[src/rtl/tmr_pkg.sv]
package tmr_pkg;
  localparam int CNT_W = 8;

  typedef enum logic [2:0] {
    CK_DIV1    = 3'd0,
    CK_DIV2    = 3'd1,
    CK_DIV4    = 3'd2,
    CK_DIVMID  = 3'd3,
    CK_DIVTOP  = 3'd4,
    CK_CASCADE = 3'd5
  } clk_sel_e;

  typedef enum logic [1:0] {
    MD_INTERVAL = 2'b00,
    MD_PWM      = 2'b10
  } op_mode_e;

  typedef struct packed {
    logic       run;
    logic [2:0] cks;
    logic [1:0] md;
    logic       lvl;
    logic       oe;
  } mode_t;

  function automatic logic cks_ok(input logic [2:0] c);
    return c <= 3'(CK_CASCADE);
  endfunction

  function automatic logic md_ok(input logic [1:0] m);
    return m[0] == 1'b0;
  endfunction

  function automatic logic pwm_on(input logic [CNT_W-1:0] cnt, input logic [CNT_W-1:0] width);
    return cnt < width;
  endfunction

  function automatic logic [CNT_W-1:0] cnt_next(input logic [CNT_W-1:0] cnt);
    return cnt + 1'b1;
  endfunction
endpackage

[src/rtl/tmr_tick_gen.sv]
module tmr_tick_gen
  import tmr_pkg::*;
#(
  parameter int TAP_MID = 6,
  parameter int TAP_TOP = 10
) (
  input  logic       clk,
  input  logic       rst_n,
  input  logic       run,
  input  logic [2:0] cks,
  input  logic       casc_in,
  output logic       tick,
  output logic       casc_pulse
);
  localparam int PRE_W = TAP_TOP;

  logic [PRE_W-1:0] pre_q;
  logic [PRE_W:0]   tap;
  logic [2:0]       sync_q;
  logic             sel;

  always_ff @(posedge clk or negedge rst_n) begin
    if (!rst_n) pre_q <= '0;
    else        pre_q <= pre_q + 1'b1;
  end

  // tap[k] is high for one clock in every 2**k
  assign tap[0] = 1'b1;
  for (genvar k = 1; k <= PRE_W; k++) begin : g_tap
    assign tap[k] = &pre_q[k-1:0];
  end

  always_ff @(posedge clk or negedge rst_n) begin
    if (!rst_n) sync_q <= '0;
    else        sync_q <= {sync_q[1:0], casc_in};
  end

  assign casc_pulse = sync_q[1] & ~sync_q[2];

  always_comb begin
    case (cks)
      CK_DIV1:    sel = tap[0];
      CK_DIV2:    sel = tap[1];
      CK_DIV4:    sel = tap[2];
      CK_DIVMID:  sel = tap[TAP_MID];
      CK_DIVTOP:  sel = tap[TAP_TOP];
      CK_CASCADE: sel = casc_pulse;
      default:    sel = 1'b0;
    endcase
  end

  assign tick = run & sel;
endmodule

[src/rtl/tmr_mode_reg.sv]
module tmr_mode_reg
  import tmr_pkg::*;
(
  input  logic       clk,
  input  logic       rst_n,
  input  logic       wr,
  input  logic [7:0] wdata,
  output mode_t      mode_q,
  output logic       err_q
);
  logic wr_legal;

  assign wr_legal = cks_ok(wdata[6:4]) && md_ok(wdata[3:2]);

  always_ff @(posedge clk or negedge rst_n) begin
    if (!rst_n) begin
      mode_q <= '0;
      err_q  <= 1'b0;
    end else if (wr) begin
      if (!wr_legal) begin
        err_q <= 1'b1;
      end else begin
        mode_q.run <= wdata[7];
        mode_q.lvl <= wdata[1];
        mode_q.oe  <= wdata[0];
        if (!mode_q.run) begin
          mode_q.cks <= wdata[6:4];
          mode_q.md  <= wdata[3:2];
        end
      end
    end
  end
endmodule

[src/rtl/tmr_counter.sv]
module tmr_counter
  import tmr_pkg::*;
(
  input  logic             clk,
  input  logic             rst_n,
  input  logic             run,
  input  logic             tick,
  input  logic             pwm,
  input  logic             lvl,
  input  logic             oe,
  input  logic             cmp0_wr,
  input  logic             cmp1_wr,
  input  logic [CNT_W-1:0] wdata,
  output logic [CNT_W-1:0] cnt_q,
  output logic             irq_q,
  output logic             tout,
  output logic             wrap
);
  logic [CNT_W-1:0] cmp0_sh, cmp1_sh, cmp0_act, cmp1_act;
  logic             tgl_q;

  always_ff @(posedge clk or negedge rst_n) begin
    if (!rst_n) begin
      cmp0_sh <= '0;
      cmp1_sh <= '0;
    end else begin
      if (cmp0_wr) cmp0_sh <= wdata;
      if (cmp1_wr) cmp1_sh <= wdata;
    end
  end

  assign wrap = run & tick & (cnt_q == cmp0_act);

  always_ff @(posedge clk or negedge rst_n) begin
    if (!rst_n) begin
      cnt_q    <= '0;
      tgl_q    <= 1'b0;
      irq_q    <= 1'b0;
      cmp0_act <= '0;
      cmp1_act <= '0;
    end else if (!run) begin
      cnt_q    <= '0;
      tgl_q    <= 1'b0;
      irq_q    <= 1'b0;
      cmp0_act <= cmp0_sh;
      cmp1_act <= cmp1_sh;
    end else begin
      irq_q <= wrap;
      if (wrap) begin
        cnt_q    <= '0;
        tgl_q    <= ~tgl_q;
        cmp0_act <= cmp0_sh;
        cmp1_act <= cmp1_sh;
      end else if (tick) begin
        cnt_q <= cnt_next(cnt_q);
      end
    end
  end

  always_comb begin
    if (!oe || !run) tout = lvl;
    else if (pwm)    tout = lvl ^ pwm_on(cnt_q, cmp1_act);
    else             tout = lvl ^ tgl_q;
  end
endmodule

[src/rtl/tmr8_ivpwm.sv]
module tmr8_ivpwm
  import tmr_pkg::*;
#(
  parameter int TAP_MID = 6,
  parameter int TAP_TOP = 10
) (
  input  logic       clk,
  input  logic       rst_n,
  input  logic       mode_wr,
  input  logic       cmp0_wr,
  input  logic       cmp1_wr,
  input  logic [7:0] wdata,
  input  logic       casc_in,
  output logic [7:0] mode_q,
  output logic       cfg_err,
  output logic [7:0] cnt_q,
  output logic       tmr_out,
  output logic       irq
);
  mode_t mode_r;
  logic  cnt_tick;
  logic  casc_pulse;
  logic  cnt_wrap;

  tmr_mode_reg u_mode (
    .clk    (clk),
    .rst_n  (rst_n),
    .wr     (mode_wr),
    .wdata  (wdata),
    .mode_q (mode_r),
    .err_q  (cfg_err)
  );

  tmr_tick_gen #(.TAP_MID(TAP_MID), .TAP_TOP(TAP_TOP)) u_tick (
    .clk        (clk),
    .rst_n      (rst_n),
    .run        (mode_r.run),
    .cks        (mode_r.cks),
    .casc_in    (casc_in),
    .tick       (cnt_tick),
    .casc_pulse (casc_pulse)
  );

  tmr_counter u_cnt (
    .clk     (clk),
    .rst_n   (rst_n),
    .run     (mode_r.run),
    .tick    (cnt_tick),
    .pwm     (mode_r.md == MD_PWM),
    .lvl     (mode_r.lvl),
    .oe      (mode_r.oe),
    .cmp0_wr (cmp0_wr),
    .cmp1_wr (cmp1_wr),
    .wdata   (wdata),
    .cnt_q   (cnt_q),
    .irq_q   (irq),
    .tout    (tmr_out),
    .wrap    (cnt_wrap)
  );

  assign mode_q = mode_r;
endmodule

[config.mk]
export PLATFORM = sky130hd
export DESIGN_NAME = tmr8_ivpwm
export DESIGN_NICKNAME = d
export VERILOG_FILES = /design/src/rtl/tmr_pkg.sv /design/src/rtl/tmr_tick_gen.sv /design/src/rtl/tmr_mode_reg.sv /design/src/rtl/tmr_counter.sv /design/src/rtl/tmr8_ivpwm.sv
export SDC_FILE = /design/constraint.sdc
export NUM_CORES = 1
export LEC_CHECK = 0
export ABC_AREA = 1
export CORE_ASPECT_RATIO = 0.75
export CORE_MARGIN = 5
export CORE_UTILIZATION = 45
export CTS_CLUSTER_DIAMETER = 200
export DETAILED_ROUTE_END_ITERATION = 12
export MAX_ROUTING_LAYER = met4
export PLACE_DENSITY = 0.66
export SLEW_MARGIN = 20
export SYNTH_ARGS = -nofsm -noshare
export SYNTH_HDL_FRONTEND = slang
export SYNTH_SLANG_ARGS = --single-unit
[constraint.sdc]
create_clock -name clk -period 3.6 [get_ports clk]
set_input_delay 0.72 -clock clk [delete_from_list [all_inputs] [get_ports clk]]
set_output_delay 0.72 -clock clk [all_outputs]
set_load 0.05 [all_outputs]
==> impl_metrics.py <==
metrics = {
    "status": {
        "status": "finished, final reports clean",
    },
    "detailed_routing": {
        "drt_iter0_markers": 114,
        "via_count": 2281,
        "drtPass1Iterations": 4,
        "wirelength_mm": 6.72,
        "wl_per_cell_um": 14.1,
        "post-route-drc-count": 0,
        "drtAntennaViolNets": 0,
        "avgViaCountPerCell": 4.77,
    },
    "sta": {
        "hold_viol": 0,
        "fin_tns_setup_ns": 0,
        "grt_setup_unrepaired": "no",
        "fin_crit_sh_pct": 93.2,
        "tightest_slew_ns": 0.516,
        "fin_worst_skew_ns": 0.00687,
        "max_slew_margin_pct": 65.5,
        "fmax_mhz": 298,
        "setup_violations": 0,
        "min_period_ns": 3.36,
        "drv_slew": 0,
        "whs_ns": 0.290,
    },
    "place": {
        "placed_area_um2": 3550,
        "io_buffer_count": 32,
        "placedCellCount": 462,
        "gp_congestion": 0.863,
        "dp_hpwl_mm": 4.81,
    },
    "layout": {
        "area_growth_pct": 16.3,
        "final_core_util_pct": 54.3,
        "num_antenna_cells": 0,
        "layout-drive-gt1-share_pct": 15.0,
        "fin_cells": 478,
        "finish.net_count": 398,
        "stdcell_area_um2": 3720,
    },
    "power": {
        "internal_power_uw": 1230,
        "cellLeakagePower_uw": 0.00185,
        "p_sw_uw": 655,
        "ir_drop_v": 0.000275,
        "swShare_pct": 34.7,
        "clkPwrFrac_pct": 28.6,
        "p_comb_share_pct": 24.9,
        "power_density_nw_per_um2": 507,
        "pwr-share-seq_pct": 46.5,
    },
    "setup_path": {
        "cpPeakStageDelay_ns": 0.79,
        "crit_required_ns": 2.88,
        "crit_chain": "ha_1, a21oi_1, nand2_1, nand2_1, nand3_1, nand2_1, nand2_1, nand2_1, nand2_1, inv_1, clkdlybuf4s50_1",
        "regToRegStartpoint": "u_mode.mode_q[7]$_DFFE_PN0P_",
        "start_kind": "flip-flop",
        "cp-end-kind": "output pin",
        "critPathKind": "reg -> out",
        "cp_common_cell": "nand2_1",
        "regToRegEndpoint": "u_cnt.cmp0_act[0]$_DFFE_PN0P_",
        "crit_path_max_fanout": 8,
        "r2r_cells": 9,
        "crit_buf_inv": 2,
        "cp.arrival_ns": 2.64,
        "slowest_stage": "clkdlybuf4s50_1",
        "cp_top_family": "buffers and inverters",
        "rrSetupSlack_ns": 1.44,
    },
    "synthesis": {
        "synth-edff-count": 0,
        "netlist_area_um2": 3200,
        "yosysTopAreaCell": "dfrtp_1",
        "synth.most_common_cell": "nand2_1",
        "synthTopCellsByArea": "dfrtp_1, nand2_1, mux2_2",
        "synth-seq-cells": 64,
        "synthCells": 341,
        "synthFlopType": "dfrtp_1",
        "synthArstFlopShare_pct": 100,
        "synth_nets": 364,
        "synth_warnings": 0,
        "synth.top_cells.by_count": "nand2_1, dfrtp_1, inv_1",
        "yosysUniqueCellTypes": 30,
        "seq_area_frac_synth_pct": 50.0,
        "yosys.area.top_type_share_pct": 50.0,
        "syn_area_per_cell_um2": 9.39,
    },
    "clock_network": {
        "clkTransAtPathRegs_ns": 0.07,
        "htree_levels": 3,
        "root_buffer": "clkbuf_8",
        "clk_latency_ns": 0.35,
        "cts_sinks": 64,
        "post_cts_buffers": 0,
        "numCtsBuffers": 9,
        "post_cts_resized": 0,
        "hold_buffers": 0,
        "cts_tree": "yes",
        "cts_max_path_buffers": 2,
    },
    "global_routing": {
        "antenna_found_initial": 0,
        "grt_pass1_vias": 2190,
        "grt_util_all_layers_pct": 16.9,
        "grt_max_degree": 34,
        "grt-ovfl-total": 0,
        "grt_pass1_wl_mm": 11.3,
    },
    "floorplan": {
        "rows": 26,
        "die_h_um": 83.1,
        "start_util_pct": 46.7,
        "io_pins": 33,
        "die_area_um2": 8920,
        "die_w_um": 107,
        "coreArea_um2": 6860,
    },
    "min_path": {
        "hold_path.class": "in -> async",
    },
    "run": {
        "drv_cap": 0,
    },
}
-- stage by stage --
| stage | setup slack (ns) | total power, uW |
|---|---|---|
| 6_report | 0.243 | 1890 |
| 5_1_grt | 0.0322 | 2000 |
| 4_1_cts | 0.221 | 1920 |
| 3_5_place_dp | 0.625 | 1360 |
| 3_3_place_gp | 0.656 | 1350 |
| 2_1_floorplan | 1.03 | 1220 |
-- worst max path at each step --
stage,startpoint,to,slack [ns],cells past startpoint
finish,u_cnt.cnt_q[3]$_DFFE_PN0P_,tmr_out,0.24,11
global route,u_cnt.cnt_q[3]$_DFFE_PN0P_,tmr_out,0.03,11
CTS,u_cnt.cnt_q[5]$_DFFE_PN0P_,tmr_out,0.22,10
detailed placement,u_cnt.cnt_q[5]$_DFFE_PN0P_,tmr_out,0.63,10
global placement,u_cnt.cnt_q[3]$_DFFE_PN0P_,tmr_out,0.66,11
floorplan,u_cnt.cnt_q[5]$_DFFE_PN0P_,tmr_out,1.03,9
-- cell usage in the layout (no fill, tap or decap) --
master and instances:
nor2_1 20, clkbuf_1 1, nand2_2 2, o21a_1 1
nand3_2 10, inv_1 41, buf_4 3, nor2_2 2
nand4_1 10, a21oi_1 5, clkinvlp_4 3, nor3b_1 3
nand2_4 2, xor2_1 15, clkinv_2 2, nor3_1 5
buf_2 1, inv_2 2, ha_1 9, nand2_1 88
nand3_1 14, dfrtp_1 64, o21ai_1 3, nand3_4 1
mux2_2 16, o21ai_0 10, clkdlybuf4s50_1 31, nor3_2 3
xnor2_1 2, clkbuf_8 10, o21bai_1 1
-- state kept, by name, indices dropped and copies added, names as in the netlist --
register	count
u_cnt.cmp1_act	8
u_cnt.cmp0_sh	8
u_tick.sync_q	3
u_mode.err_q	1
u_cnt.irq_q	1
u_mode.mode_q	8
u_tick.pre_q	10
u_cnt.cnt_q	8
u_cnt.cmp0_act	8
u_cnt.tgl_q	1
u_cnt.cmp1_sh	8
-- layout make-up --
class	instances	area, um2
clock buffers	11	141
clock inverters	5	32.5
fillers	628	3140
inverters	43	161
multi-input cells	222	1330
flip-flops and latches	64	1600
well taps	98	123
repair buffers	35	338
-- power by group through the flow --
stage / Combinational [uW] / Sequential [uW] / Clock, uW
after global routing: 520 / 887 / 592
after floorplan: 286 / 931 / 0
after CTS: 474 / 877 / 566
final: 470 / 878 / 540
after detailed placement: 472 / 890 / 0
after global placement: 465 / 887 / 0
-- worst register-to-register path: stages, from the launching register on --
cell and delay [ns]:
dfrtp_1 0.44, buf_4 0.39, o21ai_0 0.20, nor3_2 0.20
nand2_1 0.08, nor2_2 0.13, nand2_4 0.21, nand2_4 0.27
nand2_1 0.12, nand2_1 0.07
-- metal layers --
metal	up-vias	global-route usage [%]	part of all wire, %
met3	6	6.43	5.8
met1	1062	24.3	52
met2	60	22.3	41
met5	-	-	0
li1	1153	-	-
met4	0	4.47	1.0
-- cells by family after synthesis --
logic type                 share of synthesized area [%]
buffers and inverters                               8.55
DFF                                                 50.0
adders and majority gates                           3.52
xor gates and xnor gates                            4.65
and+or+nand+nor                                     24.4
muxes                                               5.62
AOI/OAI and AO/OA                                   3.28
No activity file was read; power rests on OpenSTA's default activity.
